[src/rtl/flash_id_pkg.sv]
package flash_id_pkg;
  localparam logic [7:0]  CMD_IDENT = 8'h90;
  localparam logic [7:0]  CMD_READ  = 8'hFF;
  localparam logic [7:0]  WIDE_MFR  = 8'hB0;
  localparam logic [15:0] CMD_OFS   = 16'h8000;
  localparam logic [15:0] ID_4M     = 16'hB0D4;
  localparam logic [15:0] ID_1M     = 16'h89A6;

  typedef enum logic [1:0] {
    SZ_UNKNOWN = 2'b00,
    SZ_1M      = 2'b01,
    SZ_4M      = 2'b10
  } size_e;

  typedef enum logic [3:0] {
    ST_IDLE, ST_CMD, ST_WAIT, ST_RD_HI, ST_CAP_HI,
    ST_RD_LO, ST_CAP_LO, ST_EXIT, ST_FIN
  } state_e;
endpackage

[src/rtl/flash_id_timer.sv]
module flash_id_timer #(
  parameter int unsigned WAIT_CYC = 3000
) (
  input  logic clk_i,
  input  logic rst_ni,
  input  logic load_i,
  input  logic en_i,
  output logic zero_o
);
  localparam int unsigned CW = $clog2(WAIT_CYC) + 1;
  localparam logic [CW-1:0] LOAD_VAL = CW'(WAIT_CYC - 1);

  logic [CW-1:0] cnt_q;

  always_ff @(posedge clk_i or negedge rst_ni) begin
    if (!rst_ni)                  cnt_q <= '0;
    else if (load_i)              cnt_q <= LOAD_VAL;
    else if (en_i && cnt_q != '0) cnt_q <= cnt_q - 1'b1;
  end

  assign zero_o = (cnt_q == '0);
endmodule

[src/rtl/flash_id_decode.sv]
module flash_id_decode
  import flash_id_pkg::*;
(
  input  logic [7:0]  hi_i,
  input  logic [15:0] id_i,
  output logic [1:0]  lo_ofs_o,
  output logic [1:0]  size_o
);
  // low byte position depends on the high byte
  assign lo_ofs_o = (hi_i == WIDE_MFR) ? 2'd2 : 2'd1;

  always_comb begin
    unique case (id_i)
      ID_4M:   size_o = SZ_4M;
      ID_1M:   size_o = SZ_1M;
      default: size_o = SZ_UNKNOWN;
    endcase
  end
endmodule

[src/rtl/flash_id_seq.sv]
module flash_id_seq
  import flash_id_pkg::*;
#(
  parameter int unsigned ADDR_W = 22
) (
  input  logic              clk_i,
  input  logic              rst_ni,
  input  logic              start_i,
  input  logic              wait_zero_i,
  output logic              wait_load_o,
  output logic              wait_en_o,
  input  logic [1:0]        lo_ofs_i,
  input  logic [1:0]        size_i,
  output logic [7:0]        hi_o,
  output logic [15:0]       raw_id_o,
  output logic [ADDR_W-1:0] fl_addr_o,
  output logic [7:0]        fl_wdata_o,
  output logic              fl_we_o,
  output logic              fl_re_o,
  input  logic [7:0]        fl_rdata_i,
  output logic [15:0]       id_o,
  output logic              id_valid_o,
  output logic [1:0]        size_sel_o,
  output logic              done_o
);
  state_e state_q, state_d;
  logic       boot_q;
  logic [7:0] hi_q, lo_q;
  logic [1:0] lo_ofs_q;
  logic       go;

  assign go = boot_q | start_i;

  always_comb begin
    state_d = state_q;
    unique case (state_q)
      ST_IDLE:   if (go) state_d = ST_CMD;
      ST_CMD:    state_d = ST_WAIT;
      ST_WAIT:   if (wait_zero_i) state_d = ST_RD_HI;
      ST_RD_HI:  state_d = ST_CAP_HI;
      ST_CAP_HI: state_d = ST_RD_LO;
      ST_RD_LO:  state_d = ST_CAP_LO;
      ST_CAP_LO: state_d = ST_EXIT;
      ST_EXIT:   state_d = ST_FIN;
      ST_FIN:    state_d = ST_IDLE;
      default:   state_d = ST_IDLE;
    endcase
  end

  always_ff @(posedge clk_i or negedge rst_ni) begin
    if (!rst_ni) begin
      state_q    <= ST_IDLE;
      boot_q     <= 1'b1;
      hi_q       <= '0;
      lo_q       <= '0;
      lo_ofs_q   <= 2'd1;
      id_o       <= '0;
      id_valid_o <= 1'b0;
      size_sel_o <= SZ_UNKNOWN;
    end else begin
      state_q <= state_d;
      if (state_q == ST_IDLE && go) begin
        boot_q     <= 1'b0;
        id_valid_o <= 1'b0;
      end
      if (state_q == ST_CAP_HI) begin
        hi_q <= fl_rdata_i;
      end
      if (state_q == ST_RD_LO) lo_ofs_q <= lo_ofs_i;
      if (state_q == ST_CAP_LO) lo_q <= fl_rdata_i;
      if (state_q == ST_EXIT) begin
        id_o       <= {hi_q, lo_q};
        size_sel_o <= size_i;
        id_valid_o <= 1'b1;
      end
    end
  end

  assign hi_o        = hi_q;
  assign raw_id_o    = {hi_q, lo_q};
  assign wait_load_o = (state_q == ST_CMD);
  assign wait_en_o   = (state_q == ST_WAIT);
  assign done_o      = (state_q == ST_FIN);

  always_comb begin
    fl_addr_o  = '0;
    fl_wdata_o = '0;
    fl_we_o    = 1'b0;
    fl_re_o    = 1'b0;
    unique case (state_q)
      ST_CMD: begin
        fl_addr_o  = ADDR_W'(CMD_OFS);
        fl_wdata_o = CMD_IDENT;
        fl_we_o    = 1'b1;
      end
      ST_RD_HI: fl_re_o = 1'b1;
      ST_RD_LO: begin
        fl_addr_o = ADDR_W'(lo_ofs_i);
        fl_re_o   = 1'b1;
      end
      ST_EXIT: begin
        fl_addr_o  = ADDR_W'(CMD_OFS);
        fl_wdata_o = CMD_READ;
        fl_we_o    = 1'b1;
      end
      default: ;
    endcase
  end

  logic unused_ofs;
  assign unused_ofs = ^lo_ofs_q;
endmodule

[src/rtl/flash_id_probe.sv]
module flash_id_probe #(
  parameter int unsigned CLK_MHZ = 200,
  parameter int unsigned WAIT_US = 15,
  parameter int unsigned ADDR_W  = 22
) (
  input  logic              clk_i,
  input  logic              rst_ni,
  input  logic              start_i,
  output logic [ADDR_W-1:0] fl_addr_o,
  output logic [7:0]        fl_wdata_o,
  output logic              fl_we_o,
  output logic              fl_re_o,
  input  logic [7:0]        fl_rdata_i,
  output logic [15:0]       id_o,
  output logic              id_valid_o,
  output logic [1:0]        size_sel_o,
  output logic              done_o
);
  localparam int unsigned WAIT_CYC = (CLK_MHZ * WAIT_US < 1) ? 1 : CLK_MHZ * WAIT_US;

  logic        wait_load, wait_en, wait_zero;
  logic [7:0]  hi;
  logic [15:0] raw_id;
  logic [1:0]  lo_ofs, size;

  flash_id_timer #(.WAIT_CYC(WAIT_CYC)) i_timer (
    .clk_i  (clk_i),
    .rst_ni (rst_ni),
    .load_i (wait_load),
    .en_i   (wait_en),
    .zero_o (wait_zero)
  );

  flash_id_decode i_decode (
    .hi_i     (hi),
    .id_i     (raw_id),
    .lo_ofs_o (lo_ofs),
    .size_o   (size)
  );

  flash_id_seq #(.ADDR_W(ADDR_W)) i_seq (
    .clk_i       (clk_i),
    .rst_ni      (rst_ni),
    .start_i     (start_i),
    .wait_zero_i (wait_zero),
    .wait_load_o (wait_load),
    .wait_en_o   (wait_en),
    .lo_ofs_i    (lo_ofs),
    .size_i      (size),
    .hi_o        (hi),
    .raw_id_o    (raw_id),
    .fl_addr_o   (fl_addr_o),
    .fl_wdata_o  (fl_wdata_o),
    .fl_we_o     (fl_we_o),
    .fl_re_o     (fl_re_o),
    .fl_rdata_i  (fl_rdata_i),
    .id_o        (id_o),
    .id_valid_o  (id_valid_o),
    .size_sel_o  (size_sel_o),
    .done_o      (done_o)
  );
endmodule

[config.mk]
export PLATFORM = sky130hd
export DESIGN_NAME = flash_id_probe
export DESIGN_NICKNAME = d
export VERILOG_FILES = /design/src/rtl/flash_id_pkg.sv /design/src/rtl/flash_id_timer.sv /design/src/rtl/flash_id_decode.sv /design/src/rtl/flash_id_seq.sv /design/src/rtl/flash_id_probe.sv
export SDC_FILE = /design/constraint.sdc
export NUM_CORES = 1
export LEC_CHECK = 0
export BUFFER_PORTS_ARGS = -buffer_cell sky130_fd_sc_hd__buf_2
export CAP_MARGIN = 10
export CORE_AREA = 2 2 74 76
export DETAILED_ROUTE_END_ITERATION = 6
export DIE_AREA = 0 0 76 78
export PLACE_DENSITY = 0.81
export SYNTH_ARGS = -nofsm -noshare
export SYNTH_HDL_FRONTEND = slang
export SYNTH_SLANG_ARGS = --single-unit
export TNS_END_PERCENT = 5
[constraint.sdc]
create_clock -name clk_i -period 2.7 [get_ports clk_i]
set_input_delay 0.27 -clock clk_i [delete_from_list [all_inputs] [get_ports clk_i]]
set_output_delay 0.27 -clock clk_i [all_outputs]
set_load 0.02 [all_outputs]
## Yosys cells after proc, flatten, opt, wreduce, memory -nomap -nowiden

Cells that the tools add are included.

- Add/subtract/negate cells: 1
- Multipliers: 0
- Div/mod/pow operators: 0
- Magnitude comparators: 0
- Eq/ne operators: 13
- Shift operators: 0
- Multiplexer cells: 13
- Bitwise gates (word level): 1
- Reductions and logical operators: 10

Operators by type and width:

| cell | number |
|---|---|
| 16-bit == test (second input constant) | 2 |
| 16-bit one-hot mux with 2 select lines | 1 |
| 4-bit one-hot mux with 8 select lines | 1 |
| 13-bit 2-to-1 mux | 2 |
| 4-bit by 3-bit == test with 1-bit output (second input constant) | 4 |
| 8-bit one-hot mux with 2 select lines | 1 |
| 13-bit zero test | 1 |
| 13-bit nonzero test | 1 |
| 13-bit by 1-bit subtractor with 13-bit output (second input constant) | 1 |
| 4-bit by 2-bit == test with 1-bit output (second input constant) | 2 |
| 8-bit == test (second input constant) | 1 |
| 4-bit 2-to-1 mux | 2 |
| 4-bit by 1-bit == test with 1-bit output (second input constant) | 1 |
| 4-bit == test (second input constant) | 1 |
| 4-bit zero test | 1 |
| 1-bit 2-to-1 mux | 4 |
| 2-bit by 1-bit inequality test with 1-bit output (second input constant) | 2 |
| 2-bit one-hot mux with 2 select lines | 1 |
| 2-bit nonzero test | 2 |
| 2-bit OR reduction | 2 |
| 1-bit logical AND | 2 |
| 2-bit 2-to-1 mux | 1 |
| 2-bit AND reduction | 1 |
| 1-bit bitwise OR | 1 |

- Flip-flop bits (word level): 53
- Latch bits: 0
- Memory bits (writable): 0
- Memory bits (read-only): 0
- Memories kept: 0

## Depth between registers and ports, before layout

- Depth in word-level cells: 4
- Depth in mapped cells: 8

## Hierarchy

Synthesis repeated with hierarchy kept, for this count alone.

- Cells, all modules: 237
- Area, all modules: 2757.6 um2

By module, submodules not included:

| module | times used | cells each | area each (um2) | sequential area each (um2) |
|---|---|---|---|---|
| flash_id_seq | 1 | 146 | 1890.6 | 1002.2 |
| flash_id_timer | 1 | 79 | 760.7 | 325.3 |
| flash_id_decode | 1 | 12 | 106.4 | 0.0 |

## Least setup slack after synthesis

No wires, ideal clock.

- Kind: flip-flop to output port
- Start: register i_seq.hi_q[6] (netlist: i_seq.hi_o[6])
- End: output fl_addr_o[1]
- Arrival: 1.906 ns
- Required time: 2.430 ns
- Setup slack: 0.524 ns
- Cell stages (with the launch flop): 4
- Cells stage by stage: dfrtp_1 -> or4b_1 -> or4_1 -> nor3_1

- Cells in the longest elaborated chain, start to end: 3

Ends and longest elaborated chain:

| item | RTL line | text |
|---|---|---|
| from (decl) | flash_id_seq.sv:28 | `logic [7:0] hi_q, lo_q;` |
| from (signal assigned) | flash_id_seq.sv:67 | `hi_q <= fl_rdata_i;` |
| 8-bit == test | flash_id_decode.sv:10 | `assign lo_ofs_o = (hi_i == WIDE_MFR) ? 2'd2 : 2'd1;` |
| 2-bit 2-to-1 mux | flash_id_decode.sv:10 |  |
| 16-bit one-hot mux with 2 select lines | flash_id_seq.sv:90 | `unique case (state_q)` |
| to (decl) | flash_id_probe.sv:9 | `output logic [ADDR_W-1:0] fl_addr_o,` |

No other way between the ends.

## Final worst setup path

Same ends and word-level chain as after synthesis.

==> run_results.csv <==
group,metric,value,unit
outcome,status,"completed",
critical_path,crit_type,"reg -> out",
timing,hold_viol_final,0,
cells_and_area,drive_gt1_frac,0.293,
floorplanning,core,5040,µm²
timing,finClkSkew,0.00559,ns
global_route,track_usage,0.181,
logic_synthesis,synth-compound-area-share,0.0565,
cells_and_area,n_fill_cell,430,
routing,met3_length,259,µm
logic_synthesis,ys_warn_count,0,
worst_hold_path,hold_path.class,"in -> async",
routing,highest_layer,"met4",
logic_synthesis,ys.flop_type,"dfrtp_1",
clock_tree,post_cts_buffers,0,
cells_and_area,fin_nets,299,
global_route,grt_pass1_wl,8520,µm
floorplanning,start_util,0.518,
global_route,grt_max_degree,54,
clock_tree,cts_tree,"done",
routing,met2_length,2270,µm
clock_tree,cts_made_buffers,5,
routing,drtAntennaViolNets,0,
clock_tree,cts_root_buf,"clkbuf_8",
clock_tree,clkTransAtPathRegs,0.09,ns
cells_and_area,stdcell_count,357,
routing,wl,4980,µm
routing,firstDrtPassIters,4,
placement,gp_congestion,0.795,
floorplanning,dieArea,5930,µm²
routing,route.detailed.drc,0,
clock_tree,h-tree-depth,2,
floorplanning,chipWidth,76,µm
routing,initialDrtViolationCount,134,
logic_synthesis,yosysMostFrequentCell,"nand2_1",
timing,tightest_slew,0.689,ns
global_route,overflow,0,
logic_synthesis,synthTopCellsByCount,"60 x nand2_1, 52 x dfrtp_1, 26 x buf_4, 16 x mux2_2, 8 x or4_1",
clock_tree,insertion_delay,0.31,ns
timing,rsz0062_at_grt,"no",
placement,dp_cells,349,
critical_path,worstReg2RegStart,"i_timer.cnt_q[0]",
critical_path,cp.arrival,2.16,ns
timing,finalHoldWorstSlack,0.0544,ns
power,power.leakage,1.50,nW
logic_synthesis,synth_area_leaders,"dfrtp_1 50%, nand2_1 8.6%, buf_4 7.5%",
logic_synthesis,synth_xor_area_frac,0.0101,
critical_path,worst_setup_path_end_kind,"output pin",
logic_synthesis,synthMuxAreaShare,0.0766,
timing,period_share,0.902,
cells_and_area,antennaDiodeCount,0,
power,p_per_area,454,nW/µm²
logic_synthesis,synth_top_area_frac,0.498,
logic_synthesis,seq_area_frac_synth,0.508,
global_route,antenna_found_initial,0,
routing,routedLengthMet1,2370,µm
flow_run,cap_violations,0,
floorplanning,ioPinCount,63,
logic_synthesis,synth_edf_count,0,
power,ir_drop,0.274,mV
placement,io_buffers,43,
clock_tree,clock-sinks,53,
cells_and_area,area_growth,8.72,%
timing,finalSetupViolations,0,
logic_synthesis,ys_async_sr_fraction,1.00,
timing,period_needed,2.43,ns
routing,vias_per_cell,5.23,
logic_synthesis,synth_area,2610,µm²
timing,max_clock_freq,0.411,GHz
logic_synthesis,synth_top_area_cell,"dfrtp_1",
logic_synthesis,synth_top_family_by_area,"simple AND/OR/NAND/NOR gates",
critical_path,cp.required,2.43,ns
logic_synthesis,ys_types,48,
critical_path,cp-startpoint,"i_seq.hi_o[6]",
logic_synthesis,syn_area_per_cell,10.4,µm²
critical_path,critPathLaunchType,"register",
cells_and_area,post-route-util,0.563,
logic_synthesis,synth_cells,251,
floorplanning,fp-row-count,26,
timing,slew_viol_final,0,
clock_tree,cts.path.max_buffers,2,
timing,slew_headroom,0.538,
global_route,grt_pass1_vias,1783,
routing,num_vias,1866,
routing,wire_per_inst,13.9,µm
critical_path,critPathMaxFanout,3,
logic_synthesis,synthAdderAreaFrac,0.00958,
logic_synthesis,synthSimpleGateAreaFrac,0.232,
timing,setup_tns,0,ns
logic_synthesis,ys_seq_elements,53,
clock_tree,ctsHoldBuffers,0,
floorplanning,die_h,78,µm
placement,dp_hpwl,3490,µm
clock_tree,cts_resized,0,
critical path: stages, from the launching register on:
cell and delay [ns]:
dfrtp_1 0.40, or4b_1 0.54, or4_1 0.54, nor3_1 0.19, buf_2 0.19
power breakdown:
group / internal (mW) / total, mW / switching (mW)
Combinational: 0.00647 / 0.0493 / 0.0428
Sequential: 0.793 / 0.793 / 0
Clock: 0.183 / 0.447 / 0.264
cell usage in the layout, fill, tap and decap left out, drive strengths merged, types with 2 or more instances in the layout:
master | synthesis | final
a211oi | 2 | 2
a21oi | 3 | 3
buf | 30 | 47
clkbuf | 7 | 6
clkinvlp | 0 | 2
conb | 1 | 19
dfrtp | 52 | 52
ha | 2 | 2
inv | 3 | 3
mux2 | 16 | 16
mux2i | 2 | 2
nand2 | 60 | 60
nand2b | 4 | 4
nand3 | 6 | 6
nor2 | 5 | 5
nor2b | 2 | 2
nor3 | 3 | 3
nor3b | 2 | 2
nor4 | 3 | 3
nor4b | 3 | 3
o21ai | 2 | 2
o31ai | 7 | 7
o41ai | 2 | 2
or2 | 5 | 5
or3 | 3 | 3
or4 | 11 | 11
or4b | 2 | 2
xnor2 | 2 | 2
layer usage:
layer / up-vias / track usage
li1: 895 / -
met1: 910 / 0.245
met2: 55 / 0.286
met3: 6 / 0.0442
met4: 0 / 0.0618
met5: - / 0
final timing paths:
path | slack [ns] | cells after the start | endpoint
hold reg to reg | 0.48 | 2 | i_seq.id_o[12]
setup reg to reg | 0.73 | 6 | i_timer.cnt_q[8]
hold / removal | 0.05 | 2 | i_timer.cnt_q[4]
min in group clk_i | 0.21 | 2 | i_seq.lo_q[4]
setup / recovery | 0.27 | 4 | fl_addr_o[1]
max in group asynchronous | 2.20 | 2 | i_seq.state_q[0]
state kept, by name, indices dropped and copies added (netlist names):
name	flops
i_seq.boot_q	1
i_seq.hi_o	8
i_seq.id_o	16
i_seq.id_valid_o	1
i_seq.lo_q	8
i_seq.size_sel_o	2
i_seq.state_q	4
i_timer.cnt_q	13
area by class of cell:
| class | count | area (µm²) | share of cell area |
|---|---|---|---|
| well taps | 70 | 87.6 | 0.0308 |
| inverters | 4 | 15.0 | 0.00529 |
| clock buffers | 6 | 72.6 | 0.0256 |
| multi-input cells | 175 | 1080 | 0.379 |
| flip-flops and latches | 53 | 1330 | 0.467 |
| clock inverters | 2 | 15.0 | 0.00529 |
| repair buffers | 47 | 245 | 0.0863 |
kinds of logic (layout without fill, tap and decap cells):
family          after synthesis  count (layout)
fa+ha+maj                     2               2
mux                          18              18
xor+xnor                      3               3
buf+inv                      41              59
flops                        53              53
simple gates                113             113
other cells                   1              19
compound gates               20              20
per-stage QoR:
stage | total power, mW | instance area, µm² | setup WS [ns]
floorplan | 0.854 | 2680 | 0.524
global placement | 0.859 | 2750 | 0.633
detailed placement | 0.859 | 2750 | 0.623
CTS | 1.30 | 2840 | 0.270
global route | 1.34 | 2840 | 0.166
finish | 1.29 | 2840 | 0.266
No activity file was read; power rests on OpenSTA's default activity.
